### src/rtl/acq_sequencer.sv
module acq_sequencer #(
  parameter int NINS      = 8,
  parameter int DEPTH     = 32,
  parameter int ACQ_RESET = 9,
  parameter int THR_RESET = 16
) (
  input  logic        clk,
  input  logic        rst_n,
  input  logic        cfg_we,
  input  logic [3:0]  cfg_addr,
  input  logic [15:0] cfg_wdata,
  input  logic        run,
  output logic        conv_start,
  output logic [2:0]  conv_chan,
  output logic        conv_short,
  input  logic        conv_done,
  input  logic [12:0] conv_result,
  input  logic        rd_en,
  output logic [15:0] rd_data,
  output logic [5:0]  fill,
  output logic        overflow,
  output logic        irq,
  output logic        dmarq,
  output logic        busy
);
  localparam int PW = $clog2(NINS);
  localparam int AW = $clog2(DEPTH);
  localparam int CW = AW + 1;

  typedef enum logic [2:0] {S_IDLE, S_FETCH, S_DECODE, S_ACQ, S_ISSUE, S_WAIT} st_t;

  st_t                st;
  logic [6:0]         imem [NINS];
  logic [6:0]         ir;
  logic [PW-1:0]      pc;
  logic [15:0]        acq_len, tmr;
  logic signed [15:0] lo_lim, hi_lim;
  logic [CW-1:0]      thresh, cnt;
  logic [AW-1:0]      wp, rp;
  logic [15:0]        mem [DEPTH];
  logic               run_q;

  wire        done_ev = (st == S_WAIT) && conv_done;
  wire [12:0] res13   = ir[3] ? {{4{conv_result[8]}}, conv_result[8:0]} : conv_result;
  wire signed [15:0] res16 = {{3{res13[12]}}, res13};
  wire        outside = (res16 < lo_lim) || (res16 > hi_lim);
  wire        full    = (cnt == CW'(DEPTH));
  wire        push    = done_ev && !ir[4] && !full;
  wire        drop    = done_ev && !ir[4] && full;
  wire        pop     = rd_en && (cnt != '0);

  assign conv_start = (st == S_ISSUE);
  assign conv_chan  = ir[2:0];
  assign conv_short = ir[3];
  assign rd_data    = mem[rp];
  assign fill       = 6'(cnt);
  assign dmarq      = (cnt >= thresh);
  assign busy       = (st != S_IDLE);

  always_ff @(posedge clk) begin
    if (!rst_n) begin
      acq_len <= 16'(ACQ_RESET);
      lo_lim  <= '0;
      hi_lim  <= '0;
      thresh  <= CW'(THR_RESET);
    end else if (cfg_we) begin
      if (cfg_addr < 4'(NINS)) imem[cfg_addr[PW-1:0]] <= cfg_wdata[6:0];
      case (cfg_addr)
        4'd8:    acq_len <= cfg_wdata;
        4'd9:    lo_lim  <= cfg_wdata;
        4'd10:   hi_lim  <= cfg_wdata;
        4'd11:   thresh  <= cfg_wdata[CW-1:0];
        default: ;
      endcase
    end
  end

  always_ff @(posedge clk) begin
    if (!rst_n) begin
      st    <= S_IDLE;
      pc    <= '0;
      ir    <= '0;
      tmr   <= '0;
      run_q <= 1'b0;
    end else begin
      run_q <= run;
      case (st)
        S_IDLE:   if (run && !run_q) begin pc <= '0; st <= S_FETCH; end
        S_FETCH:  if (!run) st <= S_IDLE;
                  else begin ir <= imem[pc]; st <= S_DECODE; end
        S_DECODE: begin tmr <= (acq_len == 0) ? 16'd1 : acq_len; st <= S_ACQ; end
        S_ACQ:    if (tmr <= 16'd1) st <= S_ISSUE; else tmr <= tmr - 16'd1;
        S_ISSUE:  st <= S_WAIT;
        S_WAIT:   if (conv_done) begin
                    pc <= ir[6] ? '0 : pc + 1'b1;
                    st <= ir[5] ? S_IDLE : S_FETCH;
                  end
        default:  st <= S_IDLE;
      endcase
    end
  end

  always_ff @(posedge clk) begin
    if (push) mem[wp] <= {ir[2:0], res13};
    if (!rst_n) begin
      wp       <= '0;
      rp       <= '0;
      cnt      <= '0;
      overflow <= 1'b0;
      irq      <= 1'b0;
    end else begin
      if (push) wp <= wp + 1'b1;
      if (pop)  rp <= rp + 1'b1;
      cnt <= cnt + CW'(push) - CW'(pop);
      if (drop) overflow <= 1'b1;
      else if (cfg_we && cfg_addr == 4'd12) overflow <= 1'b0;
      if (done_ev && ir[4] && outside) irq <= 1'b1;
      else if (rd_en) irq <= 1'b0;
    end
  end

  assert_one_cycle_start_R3: assert property (@(posedge clk) disable iff (!rst_n)
    conv_start |=> !conv_start);
  assert_fill_bound_R10: assert property (@(posedge clk) disable iff (!rst_n)
    fill <= 6'(DEPTH));
  assert_drop_keeps_full_R10: assert property (@(posedge clk) disable iff (!rst_n)
    (drop && !rd_en) |=> (fill == 6'(DEPTH) && overflow));
  assert_irq_clear_R9: assert property (@(posedge clk) disable iff (!rst_n)
    (rd_en && st != S_WAIT) |=> !irq);
  assert_compare_no_store_R8: assert property (@(posedge clk) disable iff (!rst_n)
    (done_ev && ir[4] && !rd_en) |=> $stable(fill));
  assert_wrap_R6: assert property (@(posedge clk) disable iff (!rst_n)
    (done_ev && ir[6] && !ir[5]) |=> (pc == '0));
  assert_pause_R6: assert property (@(posedge clk) disable iff (!rst_n)
    (done_ev && ir[5]) |=> !busy);
endmodule

### config.mk
export PLATFORM = sky130hd
export DESIGN_NAME = acq_sequencer
export DESIGN_NICKNAME = d
export VERILOG_FILES = /design/src/rtl/acq_sequencer.sv
export SDC_FILE = /design/constraint.sdc
export NUM_CORES = 1
export LEC_CHECK = 0
export BUFFER_PORTS_ARGS = -buffer_cell sky130_fd_sc_hd__buf_2
export CORE_ASPECT_RATIO = 1.1
export CORE_UTILIZATION = 35
export CTS_CLUSTER_SIZE = 14
export DETAILED_ROUTE_END_ITERATION = 7
export GPL_TIMING_DRIVEN = 0
export PLACE_DENSITY_LB_ADDON = 0.1
export REMOVE_ABC_BUFFERS = 1
export SYNTH_ARGS = -nofsm -noshare
export SYNTH_HDL_FRONTEND = slang
export SYNTH_SLANG_ARGS = --single-unit
export TNS_END_PERCENT = 5
### constraint.sdc
create_clock -name clk -period 8.2 [get_ports clk]
set_input_delay 0.82 -clock clk [delete_from_list [all_inputs] [get_ports clk]]
set_output_delay 0.82 -clock clk [all_outputs]
set_load 0.02 [all_outputs]
Word-level counts from Yosys, hierarchy flattened
Memories as Yosys holds them, arrays and structs flattened. A register that Yosys moved wholly into a read port is not among the register bits.
Index checks and enable logic that the tools add are counted.

cells by class
  $add $sub $neg = 6
  magnitude comparators = 5
  equal/unequal tests = 15
  multiplexer cells = 26
  reduce and logical (&&, ||, !) cells = 30

operators with widths
  cell                                                              number
  2-to-1 mux 16 bit                                                 2
  one-hot mux 16 bit (2 select lines)                               1
  equality test 4 bit (second input constant)                       5
  2-to-1 mux 3 bit                                                  6
  one-hot mux 3 bit (6 select lines)                                1
  > comparator 13 x 16 -> 1 bit                                     1
  less-or-equal comparator 16 x 1 -> 1 bit (second input constant)  1
  zero test 16 bit                                                  1
  < comparator 13 x 16 -> 1 bit                                     1
  subtractor 16 x 1 -> 16 bit (second input constant)               1
  2-to-1 mux 13 bit                                                 1
  AND reduction 2 bit                                               6
  2-to-1 mux 1 bit                                                  11
  adder 5 x 1 -> 5 bit (second input constant)                      2
  2-to-1 mux 5 bit                                                  2
  logical AND 1 bit                                                 9
  inequality test 2 bit (second input constant)                     4
  nonzero test 2 bit                                                4
  adder 6 x 1 -> 6 bit                                              1
  equality test 3 x 2 -> 1 bit (second input constant)              2
  equality test 3 bit (second input constant)                       2
  equality test 6 bit (second input constant)                       1
  >= comparator 6 bit                                               1
  one-hot mux 3 bit (2 select lines)                                1
  11 further kinds                                                  15

storage, ports and cells
  bits in registers = 95
  memory bits (writable) = 568
  bits of input ports = 39
  output and inout bits = 31
  word-level logic and storage cells = 97
  memories = 2

memories
  memory  words  width  read ports  clocked after Yosys merged registers in  write ports  RTL line  RTL
  mem     32     16     1           1                                        1            40        logic [15:0] mem [DEPTH];
  imem    8      7      1           1                                        1            33        logic [6:0] imem [NINS];

Depth between registers and ports, before layout
  word-level depth = 6
  mapped depth = 14
  gate-level depth less buffers = 14

Worst setup path before layout
OpenSTA, ideal clock, no wires.

  path type = input to register
  start point = input conv_result[12]
  end point = register irq
  setup time = 0.116 ns
  arrival time = 3.998 ns
  required time = 8.084 ns
  slack = 4.086 ns
  cell stages on the path = 8
  path buffers = 0
  cell sequence = inv_1 o21ai_0 ha_1 nand4_1 a2111oi_0 nor4_1 mux2i_1 o211a_1

between the ends
  cells in the longest elaborated chain, start to end = 5
  elaborated cells between the ends (all ways) = 7
  those cells by class = 2 x order compare; 2 x mux; 3 x reduce/logical

ends and longest elaborated chain
  item                                                                            RTL line  RTL
  start: declaration                                                              17        input logic [12:0] conv_result,
  2-to-1 mux 13 bit *                                                             44        wire [12:0] res13 = ir[3] ? {{4{conv_result[8]}}, conv_result[8:0]} : conv_result;
  named net res13[12]                                                             44
  < comparator 13 x 16 -> 1 bit or > comparator 13 x 16 -> 1 bit (tied branches)  46        wire outside = (res16 < lo_lim) || (res16 > hi_lim);
  logical OR 1 bit *                                                              46
  logical AND 1 bit *                                                             117       if (done_ev && ir[4] && outside) irq <= 1'b1;
  2-to-1 mux 1 bit or nonzero test 2 bit (tied branches)                          n/a
  end signal: assignment                                                          110       irq <= 1'b0;
  end signal: assignment                                                          117
  end signal: assignment                                                          118       else if (rd_en) irq <= 1'b0;
  end: declaration                                                                22        output logic irq,

The timed path passes the listed nets; every way through them passes the cells marked *.
A chain may end at the register's enable or synchronous reset.

==> results.rst <==
.. list-table::
   :header-rows: 1

   * - Metric
     - Value
   * - Status
     - completed
   * - Effective utilization at floorplan
     - 0.356
   * - Number of hold-repair buffers added at the cts stage
     - 0
   * - H-tree levels
     - 3
   * - Worst reg2reg startpoint
     - fill[2]$_SDFF_PN0_
   * - First-pass detailed-route iteration total
     - 5
   * - Shortest period the worst path allows
     - 4.38 ns
   * - Sum Neg Setup Slack
     - 0 ns
   * - Post-synth EDFFs
     - 568
   * - Biggest fanout along the worst timing path
     - 38
   * - Overall via count from detail_route
     - 13955
   * - Filler Cell Count
     - 6905
   * - Area taken by flip-flops and latches
     - 19200 um2
   * - Worst setup path category
     - reg2out
   * - Cells resized by post-CTS repair
     - 0
   * - Total half-perimeter wirelength after legalization and detailed placement
     - 42900 um
   * - Core Region
     - 76400 um2
   * - Portion of the clock cycle consumed by the worst path in the final layout
     - 0.534
   * - Worst-Skew Late Latency
     - 0.61 ns
   * - Total Routing Usage GR
     - 0.171
   * - Final setup violation count
     - 0
   * - CP Launch Type
     - register
   * - Min-delay worst type
     - reg2reg
   * - Num ports
     - 70
   * - Final cell count without fillers
     - 2760
   * - Antenna-violating nets left
     - 0
   * - Number of global-route vias before repair
     - 14796
   * - Number of DRC markers after the initial detailed-route iteration
     - 880
   * - Syn Std Cell Area
     - 27200 um2
   * - Slew Viols, Final
     - 0
   * - Cell Rows
     - 106
   * - First-pass GRT wire length
     - 97100 um
   * - Multi-input gate area
     - 7570 um2
   * - Root Buffer
     - sky130_fd_sc_hd__clkbuf_16
   * - Antenna violations before repair
     - 1
   * - Required @ worst endpoint
     - 7.38 ns
   * - Synth-to-Final Area Change
     - 17.0%
   * - Primary flip-flop cell chosen by synthesis mapping
     - sky130_fd_sc_hd__edfxtp_1
   * - Clock sink total
     - 675
   * - Worst-path cell with the longest stage delay
     - sky130_fd_sc_hd__dfxtp_4
   * - Library cells used by synthesis
     - 60
   * - Final global-route overflow total
     - 0
   * - Number of vias per cell after detailed routing
     - 5.06
   * - Pre-CTS setup slack
     - 4.31 ns
   * - Max Fclk
     - 228 MHz
   * - Tightest slew margin relative to the limit
     - 0.138
   * - Yosys warning total
     - 0
   * - Hold Crit Start
     - lo_lim[4]$_SDFFE_PN0P_
   * - Post-CTS clock slew at the launch and capture registers of the worst setup and hold paths
     - 0.06 ns
   * - Number of nets in the layout
     - 1771
   * - Fraction of the core area covered by cells at the end of the flow
     - 0.417
   * - CTS tree
     - yes
   * - Crit path largest cell delay
     - 0.69 ns
   * - Register area share after synthesis
     - 0.706
   * - Port-buffer cells
     - 69
   * - Unrepaired setup endpoints after global routing
     - no
   * - Horizontal extent of the die
     - 268 um
   * - Number of max-cap violations
     - 0
   * - Post-detailed-route DRC marker count
     - 0
   * - Skew final
     - 0.0264 ns
   * - Cell total after placement
     - 2628
   * - Post-detailed-routing wire length
     - 65900 um
   * - Slew at the pin closest to its max-slew limit
     - 1.29 ns
   * - Signal arrival time at the worst endpoint
     - 3.56 ns
   * - Largest delay share family, worst path
     - multiplexers
   * - CP endpoint kind
     - primary output
   * - Number of instances in the synthesized netlist
     - 1572
   * - Post-CTS Repair Setup Buffers
     - 0
   * - Post-detailed-route wirelength per cell
     - 23.9 um
   * - Max Root-Sink Buffers
     - 3
   * - Number of endpoints with negative hold slack in the final report
     - 0
   * - Smallest setup slack after layout
     - 3.82 ns
   * - Post-synthesis async set-or-reset flop share
     - 0
   * - Number of CTS-inserted buffers
     - 73
   * - Die height
     - 294 um
   * - Power density of the placed cells
     - 259 nW/um2
   * - Critical-path cell list
     - buf_16 -> buf_16 -> mux4_2 -> mux4_2 -> mux2_2 -> buf_2
   * - IR Drop Worst-Case VDD
     - 0.150 mV
   * - Buffer and inverter count on the worst path
     - 3
   * - Placement-stage cell area
     - 29600 um2
   * - Synthesis-stage register bit count
     - 675
   * - Weighted congestion reported at the end of routability-driven placement
     - 0.738
   * - Maximum number of pins on one net before global-route repair
     - 75
   * - Synthesized area per cell
     - 17.3 um2
   * - Share of final-layout standard cells stronger than drive strength 1
     - 0.261
   * - Leakage Power
     - 10.1 nW
   * - Post-route cell area
     - 31800 um2
   * - Die area
     - 78800 um2
[metal layers]
layer	vias to the layer above	wire (um)	track usage
met2	244	34300	0.305
met1	7243	27800	0.212
li1	6388	-	-
met4	0	1590	0.0578
met3	80	2130	0.0238
met5	-	0	0
[cell families (layout without fill, tap and decap cells)]
logic type	after synthesis	in the layout	synth area share
DFF	675	675	0.706
xor gates and xnor gates	12	12	0.00386
muxes	205	205	0.156
AOI/OAI and AO/OA	165	165	0.0360
buffers and inverters	142	303	0.0209
other	0	1	0
and+or+nand+nor	318	318	0.0514
adders and majority gates	55	55	0.0256
[Yosys cell counts (15+ instances only)]
cell | instances | share of area
sky130_fd_sc_hd__o21ai_0 | 18 | 0.0033
sky130_fd_sc_hd__buf_2 | 16 | 0.0029
sky130_fd_sc_hd__nand2_1 | 143 | 0.020
sky130_fd_sc_hd__nor2_1 | 97 | 0.013
sky130_fd_sc_hd__mux2_2 | 16 | 0.0066
sky130_fd_sc_hd__mux4_2 | 174 | 0.14
sky130_fd_sc_hd__clkbuf_1 | 61 | 0.0084
sky130_fd_sc_hd__inv_1 | 59 | 0.0081
sky130_fd_sc_hd__edfxtp_1 | 568 | 0.63
sky130_fd_sc_hd__ha_1 | 54 | 0.025
sky130_fd_sc_hd__a21oi_1 | 85 | 0.016
sky130_fd_sc_hd__mux2i_1 | 15 | 0.0055
sky130_fd_sc_hd__dfxtp_1 | 107 | 0.079
[state kept, by name (all words and copies together), names as in the netlist, named ones only]
| name | flops |
|---|---|
| imem | 56 |
| overflow | 1 |
| mem | 512 |
| tmr | 16 |
| lo_lim | 16 |
| pc | 3 |
| run_q | 1 |
| wp | 5 |
| ir | 7 |
| hi_lim | 16 |
| rp | 5 |
| fill | 6 |
| acq_len | 16 |
| irq | 1 |
| st | 3 |
| thresh | 6 |
[cell type report]
cell class,instances,area share
timing repair buffer,113,0.0405
inverter,59,0.00704
clock inverter,32,0.00822
clock buffer,99,0.0624
antenna,1,0.0000786
multi-input combinational,755,0.238
tap,1026,0.0403
sequential,675,0.604
[where the power goes]
group / leakage (nW) / switching, mW / internal, mW / total [mW]
registers: 6.07 / 0.101 / 3.76 / 3.86
logic: 2.90 / 0.603 / 0.627 / 1.23
clock network: 1.10 / 1.31 / 1.82 / 3.14
[worst reg2reg max path: stages, from the launching register on]
cell	delay [ns]
sky130_fd_sc_hd__dfxtp_1	0.41
sky130_fd_sc_hd__inv_1	0.09
sky130_fd_sc_hd__ha_1	0.21
sky130_fd_sc_hd__and3_1	0.22
sky130_fd_sc_hd__nor3_2	0.62
sky130_fd_sc_hd__inv_1	0.19
sky130_fd_sc_hd__ha_1	0.33
sky130_fd_sc_hd__inv_1	0.04
sky130_fd_sc_hd__ha_1	0.21
sky130_fd_sc_hd__fa_1	0.43
sky130_fd_sc_hd__a21oi_1	0.16
sky130_fd_sc_hd__nor2_1	0.05
sky130_fd_sc_hd__nor2_1	0.13
sky130_fd_sc_hd__xor2_1	0.16
sky130_fd_sc_hd__nor2_1	0.05
[path summary, 6_finish.rpt]
path	endpoint	slack, ns	cells after the start
worst max-delay path	rd_data[3]	3.82	6
worst min-delay path	lo_lim[4]$_SDFFE_PN0P_	0.45	2
worst max register to register	fill[4]$_SDFF_PN0_	4.78	14
worst min register to register	lo_lim[4]$_SDFFE_PN0P_	0.45	2
[cell usage in the layout (no fill, tap or decap), drive strengths merged, types with 3 or more instances in the layout]
| cell type | instances |
|---|---|
| nand2 | 143 |
| o32ai | 3 |
| a211oi | 10 |
| nor2 | 97 |
| or4 | 4 |
| o41ai | 3 |
| nor2b | 3 |
| xnor2 | 5 |
| or3 | 5 |
| inv | 61 |
| clkinv | 26 |
| xor2 | 7 |
| nand3 | 12 |
| o21ai | 27 |
| bufinv | 4 |
| nand2b | 5 |
| o31ai | 5 |
| mux4 | 174 |
| ha | 54 |
| a31oi | 3 |
| edfxtp | 568 |
| nor3 | 14 |
| a21o | 9 |
| o211ai | 5 |
| dfxtp | 107 |
| and2 | 3 |
| nor4 | 7 |
| nand3b | 4 |
| mux2 | 16 |
| nand4 | 9 |
| mux2i | 15 |
| clkbuf | 99 |
| buf | 113 |
| a21oi | 86 |
[metrics by stage]
stage	power (mW)	hold slack (ns)
2_1_floorplan	4.89	0.436
3_3_place_gp	5.39	0.445
3_5_place_dp	5.20	0.447
4_1_cts	8.36	0.433
5_1_grt	8.54	0.454
6_report	8.23	0.453
Note: power is estimated with default switching activity, not from simulation.
